### src/rtl/sdr_pkg.sv
package sdr_pkg;
  localparam int NUM_BANKS = 2;

  // {cs_n, ras_n, cas_n, we_n}
  typedef enum logic [3:0] {
    CMD_LMR  = 4'b0000,
    CMD_REF  = 4'b0001,
    CMD_PRE  = 4'b0010,
    CMD_ACT  = 4'b0011,
    CMD_WR   = 4'b0100,
    CMD_RD   = 4'b0101,
    CMD_NOP  = 4'b0111,
    CMD_DESL = 4'b1111
  } sdr_cmd_e;

  typedef enum logic [3:0] {
    ST_WAIT, ST_IPRE, ST_IREF, ST_IMRS, ST_IDLE, ST_DEC,
    ST_PRE1, ST_ACT, ST_RW, ST_PREA, ST_REF
  } sdr_state_e;
endpackage

### src/rtl/sdr_ref_timer.sv
module sdr_ref_timer #(
  parameter int REF_CYC = 1560
) (
  input  logic clk,
  input  logic rst_n,
  input  logic ack,
  output logic pend
);
  localparam int TW = $clog2(REF_CYC + 1);
  logic [TW-1:0] tick;

  always_ff @(posedge clk) begin
    if (!rst_n) begin
      tick <= '0;
      pend <= 1'b0;
    end else begin
      if (tick == TW'(REF_CYC - 1)) tick <= '0;
      else                          tick <= tick + 1'b1;
      if (tick == TW'(REF_CYC - 1)) pend <= 1'b1;
      else if (ack)                 pend <= 1'b0;
    end
  end
endmodule

### src/rtl/sdr_bank_track.sv
module sdr_bank_track import sdr_pkg::*; #(
  parameter int ROW_W = 11
) (
  input  logic                 clk,
  input  logic                 rst_n,
  input  logic                 bank,
  input  logic [ROW_W-1:0]     row,
  input  logic                 open_en,
  input  logic                 close_en,
  input  logic                 close_all,
  output logic [NUM_BANKS-1:0] open_vec,
  output logic                 q_open,
  output logic [ROW_W-1:0]     q_row
);
  logic [ROW_W-1:0] row_r [NUM_BANKS];

  for (genvar b = 0; b < NUM_BANKS; b++) begin : g_bank
    always_ff @(posedge clk) begin
      if (!rst_n) begin
        open_vec[b] <= 1'b0;
        row_r[b]    <= '0;
      end else if (close_all || (close_en && bank == 1'(b))) begin
        open_vec[b] <= 1'b0;
      end else if (open_en && bank == 1'(b)) begin
        open_vec[b] <= 1'b1;
        row_r[b]    <= row;
      end
    end
  end

  assign q_open = open_vec[bank];
  assign q_row  = row_r[bank];
endmodule

### src/rtl/sdr_rd_pipe.sv
module sdr_rd_pipe #(
  parameter int CAS_LAT = 2,
  parameter int DW      = 16
) (
  input  logic          clk,
  input  logic          rst_n,
  input  logic          issued,
  input  logic [DW-1:0] dq_in,
  output logic          rsp_valid,
  output logic [DW-1:0] rsp_rdata
);
  logic [CAS_LAT-1:0] stage;

  always_ff @(posedge clk) begin
    if (!rst_n) begin
      stage     <= '0;
      rsp_valid <= 1'b0;
      rsp_rdata <= '0;
    end else begin
      stage     <= {stage[CAS_LAT-2:0], issued};
      rsp_valid <= stage[CAS_LAT-1];
      if (stage[CAS_LAT-1]) rsp_rdata <= dq_in;
    end
  end
endmodule

### src/rtl/sdr_ctrl.sv
module sdr_ctrl import sdr_pkg::*; #(
  parameter int ROW_W     = 11,
  parameter int COL_W     = 8,
  parameter int DW        = 16,
  parameter int CAS_LAT   = 2,
  parameter int T_RCD     = 2,
  parameter int T_RP      = 2,
  parameter int T_RFC     = 7,
  parameter int T_MRD     = 2,
  parameter int T_WR      = 2,
  parameter int T_PWR     = 20000,
  parameter int REF_CYC   = 1560,
  parameter int INIT_REFS = 2
) (
  input  logic                     clk,
  input  logic                     rst_n,
  input  logic                     req_valid,
  output logic                     req_ready,
  input  logic                     req_we,
  input  logic                     req_close,
  input  logic [ROW_W+COL_W:0]     req_addr,
  input  logic [DW-1:0]            req_wdata,
  input  logic [DW/8-1:0]          req_be,
  output logic                     rsp_valid,
  output logic [DW-1:0]            rsp_rdata,
  output logic                     sd_cke,
  output logic                     sd_cs_n,
  output logic                     sd_ras_n,
  output logic                     sd_cas_n,
  output logic                     sd_we_n,
  output logic [ROW_W:0]           sd_addr,
  output logic [DW/8-1:0]          sd_dqm,
  output logic [DW-1:0]            sd_dq_out,
  output logic                     sd_dq_oe,
  input  logic [DW-1:0]            sd_dq_in
);
  localparam int AW     = ROW_W + 1;
  localparam int RA_W   = ROW_W + COL_W + 1;
  localparam int AP_BIT = 10;
  localparam int CNT_W  = $clog2(T_PWR + T_RFC + T_WR + T_RP + T_RCD + T_MRD + CAS_LAT + 4);
  localparam int IR_W   = $clog2(INIT_REFS + 1);
  localparam logic [AW-1:0] MODE_WORD = AW'(CAS_LAT << 4);

  sdr_state_e         st, ret;
  logic [CNT_W-1:0]   cnt, rw_wait;
  logic [IR_W-1:0]    iref;
  sdr_cmd_e           cmd_q;
  logic [AW-1:0]      addr_q;
  logic [DW/8-1:0]    dqm_q;
  logic [DW-1:0]      dout_q;
  logic               oe_q, rd_issue, cke_q;

  logic               q_we, q_close, q_bank;
  logic [ROW_W-1:0]   q_row;
  logic [COL_W-1:0]   q_col;
  logic [DW-1:0]      q_data;
  logic [DW/8-1:0]    q_be;

  logic               ref_pend, ref_ack;
  logic [NUM_BANKS-1:0] open_vec;
  logic               trk_open;
  logic [ROW_W-1:0]   trk_row;

  function automatic logic [AW-1:0] col_word(logic b, logic ap, logic [COL_W-1:0] c);
    logic [AW-1:0] w;
    w = '0;
    w[COL_W-1:0] = c;
    w[AP_BIT]    = ap;
    w[ROW_W]     = b;
    return w;
  endfunction

  sdr_ref_timer #(.REF_CYC(REF_CYC)) u_ref (
    .clk(clk), .rst_n(rst_n), .ack(ref_ack), .pend(ref_pend)
  );

  sdr_bank_track #(.ROW_W(ROW_W)) u_trk (
    .clk(clk), .rst_n(rst_n), .bank(q_bank), .row(q_row),
    .open_en(st == ST_ACT),
    .close_en(st == ST_PRE1 || (st == ST_RW && q_close)),
    .close_all(st == ST_IPRE || st == ST_PREA),
    .open_vec(open_vec), .q_open(trk_open), .q_row(trk_row)
  );

  sdr_rd_pipe #(.CAS_LAT(CAS_LAT), .DW(DW)) u_rd (
    .clk(clk), .rst_n(rst_n), .issued(rd_issue), .dq_in(sd_dq_in),
    .rsp_valid(rsp_valid), .rsp_rdata(rsp_rdata)
  );

  assign ref_ack   = (st == ST_REF);
  assign req_ready = (st == ST_IDLE) && !ref_pend;

  always_comb begin
    rw_wait = q_we ? CNT_W'(T_WR - 1) : CNT_W'(CAS_LAT);
    if (q_close) rw_wait = rw_wait + CNT_W'(T_RP);
  end

  always_ff @(posedge clk) begin
    if (!rst_n) begin
      st       <= ST_WAIT;
      ret      <= ST_IPRE;
      cnt      <= CNT_W'(T_PWR - 1);
      iref     <= '0;
      cmd_q    <= CMD_DESL;
      addr_q   <= '0;
      dqm_q    <= '0;
      dout_q   <= '0;
      oe_q     <= 1'b0;
      rd_issue <= 1'b0;
      cke_q    <= 1'b0;
      q_we     <= 1'b0;
      q_close  <= 1'b0;
      q_bank   <= 1'b0;
      q_row    <= '0;
      q_col    <= '0;
      q_data   <= '0;
      q_be     <= '0;
    end else begin
      cmd_q    <= CMD_NOP;
      oe_q     <= 1'b0;
      dqm_q    <= '0;
      rd_issue <= 1'b0;
      cke_q    <= 1'b1;
      unique case (st)
        ST_WAIT: begin
          if (cnt == '0) st <= ret;
          else           cnt <= cnt - 1'b1;
        end
        ST_IPRE: begin
          cmd_q  <= CMD_PRE;
          addr_q <= col_word(1'b0, 1'b1, '0);
          cnt <= CNT_W'(T_RP - 1); ret <= ST_IREF; st <= ST_WAIT;
        end
        ST_IREF: begin
          cmd_q <= CMD_REF;
          iref  <= iref + 1'b1;
          cnt <= CNT_W'(T_RFC - 1); st <= ST_WAIT;
          ret <= (iref == IR_W'(INIT_REFS - 1)) ? ST_IMRS : ST_IREF;
        end
        ST_IMRS: begin
          cmd_q  <= CMD_LMR;
          addr_q <= MODE_WORD;
          cnt <= CNT_W'(T_MRD - 1); ret <= ST_IDLE; st <= ST_WAIT;
        end
        ST_IDLE: begin
          if (ref_pend) begin
            st <= (open_vec != '0) ? ST_PREA : ST_REF;
          end else if (req_valid) begin
            q_we    <= req_we;
            q_close <= req_close;
            q_bank  <= req_addr[RA_W-1];
            q_row   <= req_addr[COL_W +: ROW_W];
            q_col   <= req_addr[COL_W-1:0];
            q_data  <= req_wdata;
            q_be    <= req_be;
            st      <= ST_DEC;
          end
        end
        ST_DEC: begin
          if (trk_open && trk_row == q_row) st <= ST_RW;
          else if (trk_open)                st <= ST_PRE1;
          else                              st <= ST_ACT;
        end
        ST_PRE1: begin
          cmd_q  <= CMD_PRE;
          addr_q <= col_word(q_bank, 1'b0, '0);
          cnt <= CNT_W'(T_RP - 1); ret <= ST_ACT; st <= ST_WAIT;
        end
        ST_ACT: begin
          cmd_q  <= CMD_ACT;
          addr_q <= {q_bank, q_row};
          cnt <= CNT_W'(T_RCD - 1); ret <= ST_RW; st <= ST_WAIT;
        end
        ST_RW: begin
          cmd_q  <= q_we ? CMD_WR : CMD_RD;
          addr_q <= col_word(q_bank, q_close, q_col);
          if (q_we) begin
            oe_q   <= 1'b1;
            dout_q <= q_data;
            dqm_q  <= ~q_be;
          end else begin
            rd_issue <= 1'b1;
          end
          cnt <= rw_wait; ret <= ST_IDLE; st <= ST_WAIT;
        end
        ST_PREA: begin
          cmd_q  <= CMD_PRE;
          addr_q <= col_word(1'b0, 1'b1, '0);
          cnt <= CNT_W'(T_RP - 1); ret <= ST_REF; st <= ST_WAIT;
        end
        ST_REF: begin
          cmd_q <= CMD_REF;
          cnt <= CNT_W'(T_RFC - 1); ret <= ST_IDLE; st <= ST_WAIT;
        end
        default: st <= ST_IDLE;
      endcase
    end
  end

  assign sd_cke    = cke_q;
  assign sd_cs_n   = cmd_q[3];
  assign sd_ras_n  = cmd_q[2];
  assign sd_cas_n  = cmd_q[1];
  assign sd_we_n   = cmd_q[0];
  assign sd_addr   = addr_q;
  assign sd_dqm    = dqm_q;
  assign sd_dq_out = dout_q;
  assign sd_dq_oe  = oe_q;
endmodule

### config.mk
export PLATFORM = sky130hd
export DESIGN_NAME = sdr_ctrl
export DESIGN_NICKNAME = d
export VERILOG_FILES = /design/src/rtl/sdr_pkg.sv /design/src/rtl/sdr_ref_timer.sv /design/src/rtl/sdr_bank_track.sv /design/src/rtl/sdr_rd_pipe.sv /design/src/rtl/sdr_ctrl.sv
export SDC_FILE = /design/constraint.sdc
export NUM_CORES = 1
export LEC_CHECK = 0
export ABC_AREA = 0
export BUFFER_PORTS_ARGS = -buffer_cell sky130_fd_sc_hd__buf_4
export CAP_MARGIN = 5
export CORE_ASPECT_RATIO = 1.75
export CORE_MARGIN = 5
export CORE_UTILIZATION = 30
export DETAILED_ROUTE_END_ITERATION = 16
export RECOVER_POWER = 25
export SYNTH_ARGS = -nofsm -noshare
export SYNTH_HDL_FRONTEND = slang
export SYNTH_SLANG_ARGS = --single-unit
### constraint.sdc
create_clock -name clk -period 2.17 [get_ports clk]
set_input_delay 0 -clock clk [delete_from_list [all_inputs] [get_ports clk]]
set_output_delay 0 -clock clk [all_outputs]
set_load 0.01 [all_outputs]
Word level (Yosys, flattened, before mapping)
Memory sizes are Yosys's and may differ from the RTL's. A register that Yosys moved wholly into a read port is not among the register bits.
Cells that the tools add are included.
Widths: inputs -> output; s select.
{"block": "totals", "ramBits": 22, "register_bits": 135, "elab_cells": 123, "n_memories": 1, "input_bits": 59, "output_inout_bits": 54}
{"block": "classes", "mux": 36, "n_bitwise": 6, "reduce_logical": 34, "n_lt_le_gt_ge": 1, "n_eq_ne": 16, "add_sub_neg": 4}
{"memory": "u_trk.row_r", "words": 2, "word_bits": 11, "read_ports": 1, "rd_clocked_by_memory_dff": 1, "wr": 2, "line": "sdr_bank_track.sv:15", "source": "logic [ROW_W-1:0] row_r [NUM_BANKS];"}
{"cell": "$pmux 12 s5", "count": 1}
{"cell": "$pmux 15 s4", "count": 1}
{"cell": "$pmux 4 s6", "count": 1}
{"cell": "$mux 11", "count": 2}
{"cell": "$mux 1", "count": 21}
{"cell": "$eq 4x3->1 const B", "count": 4}
{"cell": "$mux 4", "count": 4}
{"cell": "$pmux 4 s4", "count": 1}
{"cell": "$logic_not 15->1", "count": 1}
{"cell": "$mux 15", "count": 1}
{"cell": "$pmux 3 s5", "count": 1}
{"cell": "$sub 15x1->15 const B", "count": 1}
{"cell": "$eq 4x4->1 const B", "count": 3}
{"cell": "$add 11x1->11 const B", "count": 1}
{"cell": "$eq 11x11->1", "count": 1}
{"cell": "$eq 11x11->1 const B", "count": 1}
{"cell": "$reduce_or 2->1", "count": 5}
{"cell": "$eq 4x2->1 const B", "count": 2}
{"cell": "$reduce_and 2->1", "count": 4}
{"cell": "$reduce_or 8->1", "count": 1}
{"cell": "$logic_and 1x1->1", "count": 7}
{"cell": "$reduce_and 3->1", "count": 2}
{"cell": "$reduce_bool 6->1", "count": 1}
{"cell": "$reduce_or 3->1", "count": 2}
{"cell": "other kinds (19)", "count": 28}

Depth between registers and ports, before layout
Gate-level depths: netlist of the first run.
{"block": "depth", "ltp_word": 9, "mapped_depth": 8, "mapped_depth_nobuf": 6}

Hierarchy
From an unflattened synthesis of the first run, not the netlist that was laid out.
{"block": "unflattened", "hier_cells": 721, "area_unflattened_um2": 6658.9}
{"mod": "sdr_ctrl", "seq_area_each_um2": 2042.0, "cells_each": 533, "n_inst": 1, "area_each_um2": 4307.9}
{"mod": "sdr_bank_track", "seq_area_each_um2": 700.7, "cells_each": 76, "n_inst": 1, "area_each_um2": 1126.1}
{"mod": "sdr_rd_pipe", "seq_area_each_um2": 380.4, "cells_each": 57, "n_inst": 1, "area_each_um2": 695.7}
{"mod": "sdr_ref_timer", "seq_area_each_um2": 240.2, "cells_each": 55, "n_inst": 1, "area_each_um2": 529.3}

Worst setup path after synthesis of the first run
Ideal clock, no wire load.
{"block": "synth_timing", "path_kind": "register -> register", "startpoint": "reg cnt[11]", "endpoint": "reg cnt[0]", "path_buffers": 0, "slack_ns": 0.136, "arrival_time_ns": 1.895, "setup_time_ns": 0.139, "synth_period_minus_slack_ns": 2.034, "required_ns": 2.031, "stages_incl_launch_ff": 6, "path_cell_list": "dfxtp_1 -> or4_4 -> or4b_4 -> o21a_1 -> o221ai_1 -> o211ai_1"}
{"block": "synth_via", "elab_chain_cells": 3}
{"item": "from (decl)", "line": "sdr_ctrl.sv:45", "source": "logic [CNT_W-1:0] cnt, rw_wait;"}
{"item": "from (signal assigned)", "line": "sdr_ctrl.sv:102", "source": "cnt <= CNT_W'(T_PWR - 1);"}
{"item": "from (signal assigned)", "line": "sdr_ctrl.sv:127", "source": "else cnt <= cnt - 1'b1;"}
{"item": "$logic_not 15->1", "line": "sdr_ctrl.sv:126", "source": "if (cnt == '0) st <= ret;"}
{"item": "$ne 2x2->1 (no source line)"}
{"item": "$reduce_and 2->1 (no source line)"}
No other way between the ends.
A chain may end at the register's enable or synchronous reset.

Worst setup path after layout of the first run
Same ends and word-level chain as after synthesis.

==> results.md, run 1 <==
- Buffer type at the clock tree root: sky130_fd_sc_hd__clkbuf_16
- Largest fanout of any net on the critical path: 5
- Non-filler instance count after layout: 1205
- Via count of the first global-routing pass: 5660
- Largest cells by area after synthesis: sky130_fd_sc_hd__dfxtp_1 (42%), sky130_fd_sc_hd__edfxtp_1 (10%), sky130_fd_sc_hd__nand2_1 (8.3%), sky130_fd_sc_hd__a21oi_1 (5.7%), sky130_fd_sc_hd__mux2i_1 (4.3%)
- Most frequent standard cell in the layout excluding fill and tap cells: sky130_fd_sc_hd__nand2_1
- Drt wl/cell: 14.73 um
- CP Class: reg2reg
- Total Routing Usage GR: 0.1447
- Buffers added on ports: 112
- Number of DRC violations after detailed-routing iteration 0: 343
- Leakage dissipation: 0.003186 uW
- Number of max-slew violations in the final report: 0
- TritonCTS clock tree: yes
- Final setup margin: 0.08769 ns
- Yosys synthesis warning count: 0
- Maximum clock skew at final layout: 0.01117 ns
- Clock insertion delay at the later pin of the skew report: 0.42 ns
- Placement-stage worst setup slack: 0.04019 ns
- Arrival time at the worst endpoint: 2.37 ns
- IO Count: 113
- DRC errors left: 0
- Run status: complete, no violations
- Capture point of the worst reg-to-reg path: cnt[0]
- Finish-stage setup viols: 0
- Peak VDD IR: 492.1 uV
- Number of antenna violations at the first check in global routing: 0
- Hold violation count in the final report: 0
- Global placement routability congestion: 0.8387
- Path type of the worst min-delay path: in2reg
- Sequential Area: 3385 sq um
- Category of the worst setup path capture point: flop
- GRT overflow: 0
- Chip Height: 204.8 um
- Ratio of cells with drive above 1 in the final layout: 0.1544
- Wire length of the first global-routing pass: 28460 um
- Total Neg Setup Slack: 0 ns
- Hold path start: req_valid
- First drt pass iteration count: 5
- Initial Utilization: 0.3037
- Cts bufs inserted: 17
- Vias per cell: 4.724
- Wire length reported by the detailed router: 17750 um
- Number of core rows: 71
- Worst path required time: 2.45 ns
- Number of cells traversed by the worst hold path: 4
- Detailed placer's ending HPWL: 12740 um
- EDFF count, synth: 22
- Post-Syn Area: 6502 sq um
- Overall via count from detail_route: 5693
- Distinct cells, synth: 53
- Reg clk slew, reported paths: 0.06 ns
- Biggest area consumer among synthesized cells: sky130_fd_sc_hd__dfxtp_1
- Number of nets with antenna violations after detailed routing: 0
- Final Critical Period: 2.082 ns
- Post-synth top area share: 0.4187
- Signed area change from the synthesized netlist to the final layout: 36.35%
- Syn_area_per_cell: 9.006 sq um
- Synthesized instance count: 722
- Setup slack on the worst flop-to-flop path: 0.09 ns
- Total area of multi-input combinational cells: 2878 sq um
- Clock Sink Count: 158
- Share of the clock period used by the worst path: 0.9596
- Placed cell count: 1117
- Post-synth top flop: sky130_fd_sc_hd__dfxtp_1
- Die area: 24840 sq um
- Post-synth net total: 786
- Sequential share of the synthesized area: 0.5203
- Number of nets in the final layout: 965
- Width of the die: 121.3 um
- Async set-or-reset flop fraction in the synthesized netlist: 0
- Max-cap check violation count: 0
- Number of levels in the clock H-tree: 4
- Leading cell types in the layout, fill and taps excluded: sky130_fd_sc_hd__nand2_1 (143), sky130_fd_sc_hd__dfxtp_1 (135), sky130_fd_sc_hd__buf_4 (94), sky130_fd_sc_hd__a21oi_1 (74), sky130_fd_sc_hd__nor2_1 (64)
- Depth of the most critical reg-to-reg path: 5
- Maximum number of pins on one net before global-route repair: 47
- Floorplan core area: 21410 sq um
- RSZ-0062 raised after global routing: false
- Register bit total from synthesis: 158
- Launching point of the worst reg2reg path: cnt[11]
- Max-slew headroom: 0.2389
- Max Fclk: 480.2 MHz
- Post-CTS Setup Bufs: 0
- Slew of the pin with the lowest slew margin: 1.142 ns
- Count of filler cells inserted in the layout: 2160
- Kind of start point of the critical path: flop
- Number of buffers between clock root and the deepest sink: 2
- Power density over the cells: 747.3 nW/um^2
- Number of antenna diodes: 0
per-stage QoR:
step / hold slack [ns] / instance area [sq um] / util / total power, uW
floorplan: 0.02772 / 6502 / - / 3160
global placement: 0.2395 / 7816 / 0.3651 / 3282
detailed placement: 0.2429 / 7816 / 0.3651 / 3283
CTS: 0.01516 / 9054 / 0.4229 / 6725
global route: 0.03022 / 8866 / 0.4141 / 6864
finish: 0.03624 / 8866 / 0.4141 / 6625
how the worst max path moves through the flow:
stage,start,endpoint,slack [ns]
global placement,cnt[11],cnt[0],0.07
floorplan,cnt[11],cnt[0],0.14
detailed placement,cnt[11],cnt[0],0.04
finish,cnt[11],cnt[0],0.09
CTS,cnt[11],cnt[0],0.04
global route,cnt[11],cnt[0],0.009
worst max-delay path, cell delays in order, from the launching register on:
cell and delay [ns]:
sky130_fd_sc_hd__dfxtp_1 0.33, sky130_fd_sc_hd__or4_4 0.57, sky130_fd_sc_hd__or4b_4 0.55, sky130_fd_sc_hd__o21a_1 0.23, sky130_fd_sc_hd__o221ai_1 0.16, sky130_fd_sc_hd__o211ai_1 0.11
layout make-up:
| type | instances | area share |
|---|---|---|
| inverter | 14 | 0.005927 |
| clock buffer | 22 | 0.05476 |
| tap | 292 | 0.04121 |
| multi-input combinational | 503 | 0.3246 |
| sequential | 158 | 0.3817 |
| clock inverter | 9 | 0.02046 |
| timing repair buffer | 207 | 0.1713 |
what timing repair did:
action / CTS / global route
hold buffers: 57 / 0
gates resized for setup: 0 / 4
hold endpoints to repair: 57 / 0
setup endpoints to repair: 0 / 16
state kept, by name, summed over array words and instances, names as in the netlist, 8 cells and up, named ones only:
register,count
u_rd.rsp_rdata,16
q_data,16
u_ref.tick,11
q_row,11
u_trk.row_r,22
cnt,15
sd_dq_out,16
q_col,8
sd_addr,12
logic make-up (layout without fill, tap and decap cells):
family / Yosys count / after routing / synth area share
adder cells (fa/ha/maj): 5 / 5 / 0.009621
multiplexers: 28 / 28 / 0.04310
flip-flops: 158 / 158 / 0.5203
XOR/XNOR: 31 / 31 / 0.04175
buffers and inverters: 61 / 252 / 0.03925
AND/OR/NAND/NOR: 300 / 300 / 0.2115
AO/OA/AOI/OAI: 139 / 139 / 0.1345
power by group:
part	switching [uW]	internal [uW]	leakage [uW]
Sequential	13.5	3000	0.00131
Combinational	117	172	0.00155
Clock	1160	2170	0.000325
synth_stat cells (5+ instances only):
cell                       number
sky130_fd_sc_hd__nand2_1      143
sky130_fd_sc_hd__dfxtp_1      136
sky130_fd_sc_hd__a21oi_1       74
sky130_fd_sc_hd__nor2_1        64
sky130_fd_sc_hd__clkbuf_1      37
sky130_fd_sc_hd__mux2i_1       28
sky130_fd_sc_hd__and2_1        27
sky130_fd_sc_hd__edfxtp_1      22
sky130_fd_sc_hd__xnor2_1       16
sky130_fd_sc_hd__xor2_1        15
sky130_fd_sc_hd__inv_1         14
sky130_fd_sc_hd__nor3_1        13
sky130_fd_sc_hd__o21ai_0       13
sky130_fd_sc_hd__nand3_1       10
sky130_fd_sc_hd__a222oi_1       9
sky130_fd_sc_hd__nor4_1         9
sky130_fd_sc_hd__and3_1         7
sky130_fd_sc_hd__buf_1          6
sky130_fd_sc_hd__nand2b_1       6
sky130_fd_sc_hd__a211oi_1       5
sky130_fd_sc_hd__a22oi_1        5
sky130_fd_sc_hd__ha_1           5
per-layer routing:
metal	wire, um	vias to the layer above	share of wire	global-route usage
met4	576	0	0.032	0.07332
met1	6561	2661	0.37	0.1443
met3	525	35	0.030	0.02320
met5	0	-	0	0
li1	-	2854	-	-
met2	10080	143	0.57	0.2813
(Power assumes the default switching activity.)
==> inputs of run 2 (changes only) <==
Settings changed: CELL_PAD_IN_SITES_DETAIL_PLACEMENT from default to 0, CELL_PAD_IN_SITES_GLOBAL_PLACEMENT from default to 1, PLACE_DENSITY_LB_ADDON from default to 0.1.
==> results.md, run 2 (synthesis gave the netlist of run 1 again) <==
- Max-slew headroom: 0.2367 (-0.002158)
- Clock insertion delay at the later pin of the skew report: 0.43 ns (about the same)
- Maximum clock skew at final layout: 0.009195 ns (-0.001975 ns)
- GRT overflow: 0 (unchanged)
- Via count of the first global-routing pass: 5868 (+3.7%)
- Most frequent standard cell in the layout excluding fill and tap cells: sky130_fd_sc_hd__nand2_1
- Total Neg Setup Slack: 0 ns (unchanged)
- Run status: complete, no violations
- Detailed placer's ending HPWL: 13580 um (+6.5%)
- Overall Power: 6376 uW (-3.8%)
- Proportion of power drawn by the clock network: 0.482 (-0.020)
- Number of DRC violations after detailed-routing iteration 0: 209 (-39%)
- Hold violation count in the final report: 0 (unchanged)
- Kind of start point of the critical path: flop
- Number of nets in the final layout: 959 (-0.62%)
- Power density over the cells: 724.6 nW/um^2 (-3.0%)
- Combinational group share of total power: 0.046 (+0.002)
- Endpoint, Worst Hold: q_data[2]
- Worst path required time: 2.45 ns (about the same)
- Total area of multi-input combinational cells: 2887 sq um (+0.30%)
- Hold path start: req_valid
- RSZ-0062 raised after global routing: true
- Signed area change from the synthesized netlist to the final layout: 35.33%
- Die area: 24840 sq um (unchanged)
- IO Count: 113 (unchanged)
- Width of the die: 121.3 um (unchanged)
- Number of buffers between clock root and the deepest sink: 2 (unchanged)
- Buffers added on ports: 112 (unchanged)
- Peak VDD IR: 514.0 uV (+4.4%)
- Capture point of the worst reg-to-reg path: cnt[2]
- Number of levels in the clock H-tree: 4 (unchanged)
- Non-filler instance count after layout: 1200 (-0.41%)
- Finish-stage setup viols: 0 (unchanged)
- Total Routing Usage GR: 0.1555 (+0.01074)
- Core occupancy in the finished layout: 0.4110 (-0.003098)
- Initial Utilization: 0.3037 (unchanged)
- Setup slack on the worst flop-to-flop path: 0.01 ns (-0.07 ns)
- CP Class: reg2reg
- Count of filler cells inserted in the layout: 2161 (+0.046%)
- Drt wl/cell: 15.64 um (+6.2%)
- Arrival time at the worst endpoint: 2.44 ns (+0.07 ns)
- DRC errors left: 0 (unchanged)
- Sequential Area: 3383 sq um (about the same)
- Cts bufs inserted: 17 (unchanged)
- Path type of the worst min-delay path: in2reg
- Global placement routability congestion: 0.8592 (+2.4%)
- Maximum number of pins on one net before global-route repair: 42 (-11%)
- Category of the worst setup path capture point: flop
- Max-cap check violation count: 0 (unchanged)
- Buffer type at the clock tree root: sky130_fd_sc_hd__clkbuf_16
- Number of antenna diodes: 0 (unchanged)
- Number of core rows: 71 (unchanged)
- Slew of the pin with the lowest slew margin: 1.145 ns (+0.003236 ns)
- First drt pass iteration count: 7 (+2)
- Overall via count from detail_route: 5683 (-0.18%)
- Flip-flop count of the largest register, all copies and words added: 22 (unchanged)
- Share of the clock period used by the worst path: 0.9935 (+0.03392)
- TritonCTS clock tree: yes
- Max Fclk: 463.8 MHz (-3.4%)
- Vias per cell: 4.736 (+0.24%)
- Leakage dissipation: 0.003130 uW (-1.8%)
- Reg clk slew, reported paths: 0.06 ns (about the same)
- Switching power of the nets: 1360 uW (+5.6%)
- Net Sw Frac: 0.2133 (+0.01891)
- Cell-internal power: 5016 uW (-6.0%)
- Number of nets with antenna violations after detailed routing: 0 (unchanged)
- Largest fanout of any net on the critical path: 5 (unchanged)
- Top register by number of flip-flops: u_trk.row_r
- Wire length reported by the detailed router: 18770 um (+5.8%)
- Chip Height: 204.8 um (unchanged)
- Leading cell types in the layout, fill and taps excluded: sky130_fd_sc_hd__nand2_1 (143), sky130_fd_sc_hd__dfxtp_1 (136), sky130_fd_sc_hd__buf_4 (86), sky130_fd_sc_hd__a21oi_1 (73), sky130_fd_sc_hd__nor2_1 (64)
- Floorplan core area: 21410 sq um (unchanged)
- Number of cells traversed by the worst hold path: 5 (+1)
- Launching point of the worst reg2reg path: cnt[11]
- Final Critical Period: 2.156 ns (+0.07360 ns)
- Placed cell count: 1110 (-0.63%)
- Proportion of power drawn by flip-flops and latches: 0.472 (+0.018)
- Ratio of cells with drive above 1 in the final layout: 0.1553 (+0.0008504)
- Depth of the most critical reg-to-reg path: 5 (unchanged)
- Number of max-slew violations in the final report: 0 (unchanged)
- Clock Sink Count: 158 (unchanged)
- Wire length of the first global-routing pass: 30370 um (+6.7%)
- Number of antenna violations at the first check in global routing: 0 (unchanged)
run 2: final cells by class:
class | count | share of cell area
flip-flops and latches | 158 | 0.3845
inverters | 14 | 0.005972
multi-input cells | 503 | 0.3280
clock inverters | 13 | 0.01834
repair buffers | 201 | 0.1712
clock buffers | 19 | 0.05048
well taps | 292 | 0.04152
run 2: metal layers:
metal	share of wire	global-route usage	vias up	wire, um
li1	-	-	2833	-
met1	0.40	0.1642	2669	7444
met2	0.53	0.2870	154	9913
met3	0.044	0.03508	27	832
met4	0.031	0.07332	0	577
met5	0	0	-	0
run 2: stage by stage:
stage	setup slack [ns]	cell area [sq um]	hold slack, ns
global route	-0.04403	8800	0.1640
CTS	0.001830	8965	0.1395
floorplan	0.1357	6502	0.02772
detailed placement	0.03294	7789	0.2485
finish	0.01409	8800	0.1472
global placement	0.04732	7789	0.2435
run 2: what timing repair did:
item,4_1_cts,5_1_grt
buffers inserted,0,1
setup endpoints to repair,0,13
hold buffers,57,0
resized for setup,0,8
endpoints found under the hold margin,73,0
run 2: how the worst max path moves through the flow:
stage | end | from | cells past startpoint
global route | cnt[14] | st[0] | 6
finish | cnt[2] | cnt[11] | 5
CTS | cnt[3] | cnt[11] | 5
detailed placement | cnt[2] | cnt[11] | 5
floorplan | cnt[0] | cnt[11] | 5
global placement | cnt[0] | cnt[11] | 5
run 2: worst max-delay path: stages (launching register included):
cell	delay [ns]
sky130_fd_sc_hd__dfxtp_1	0.33
sky130_fd_sc_hd__or4_4	0.58
sky130_fd_sc_hd__or4b_4	0.56
sky130_fd_sc_hd__o21a_2	0.27
sky130_fd_sc_hd__nor4_1	0.20
sky130_fd_sc_hd__a31oi_1	0.09
run 2: power groups by stage:
| stage | clock network (uW) | registers [uW] | logic [uW] |
|---|---|---|---|
| after CTS | 3180 | 3010 | 300 |
| after detailed placement | 0 | 3070 | 216 |
| after floorplan | 0 | 3070 | 90.0 |
| after global placement | 0 | 3070 | 213 |
| final | 3070 | 3010 | 295 |
| after global routing | 3280 | 3010 | 322 |
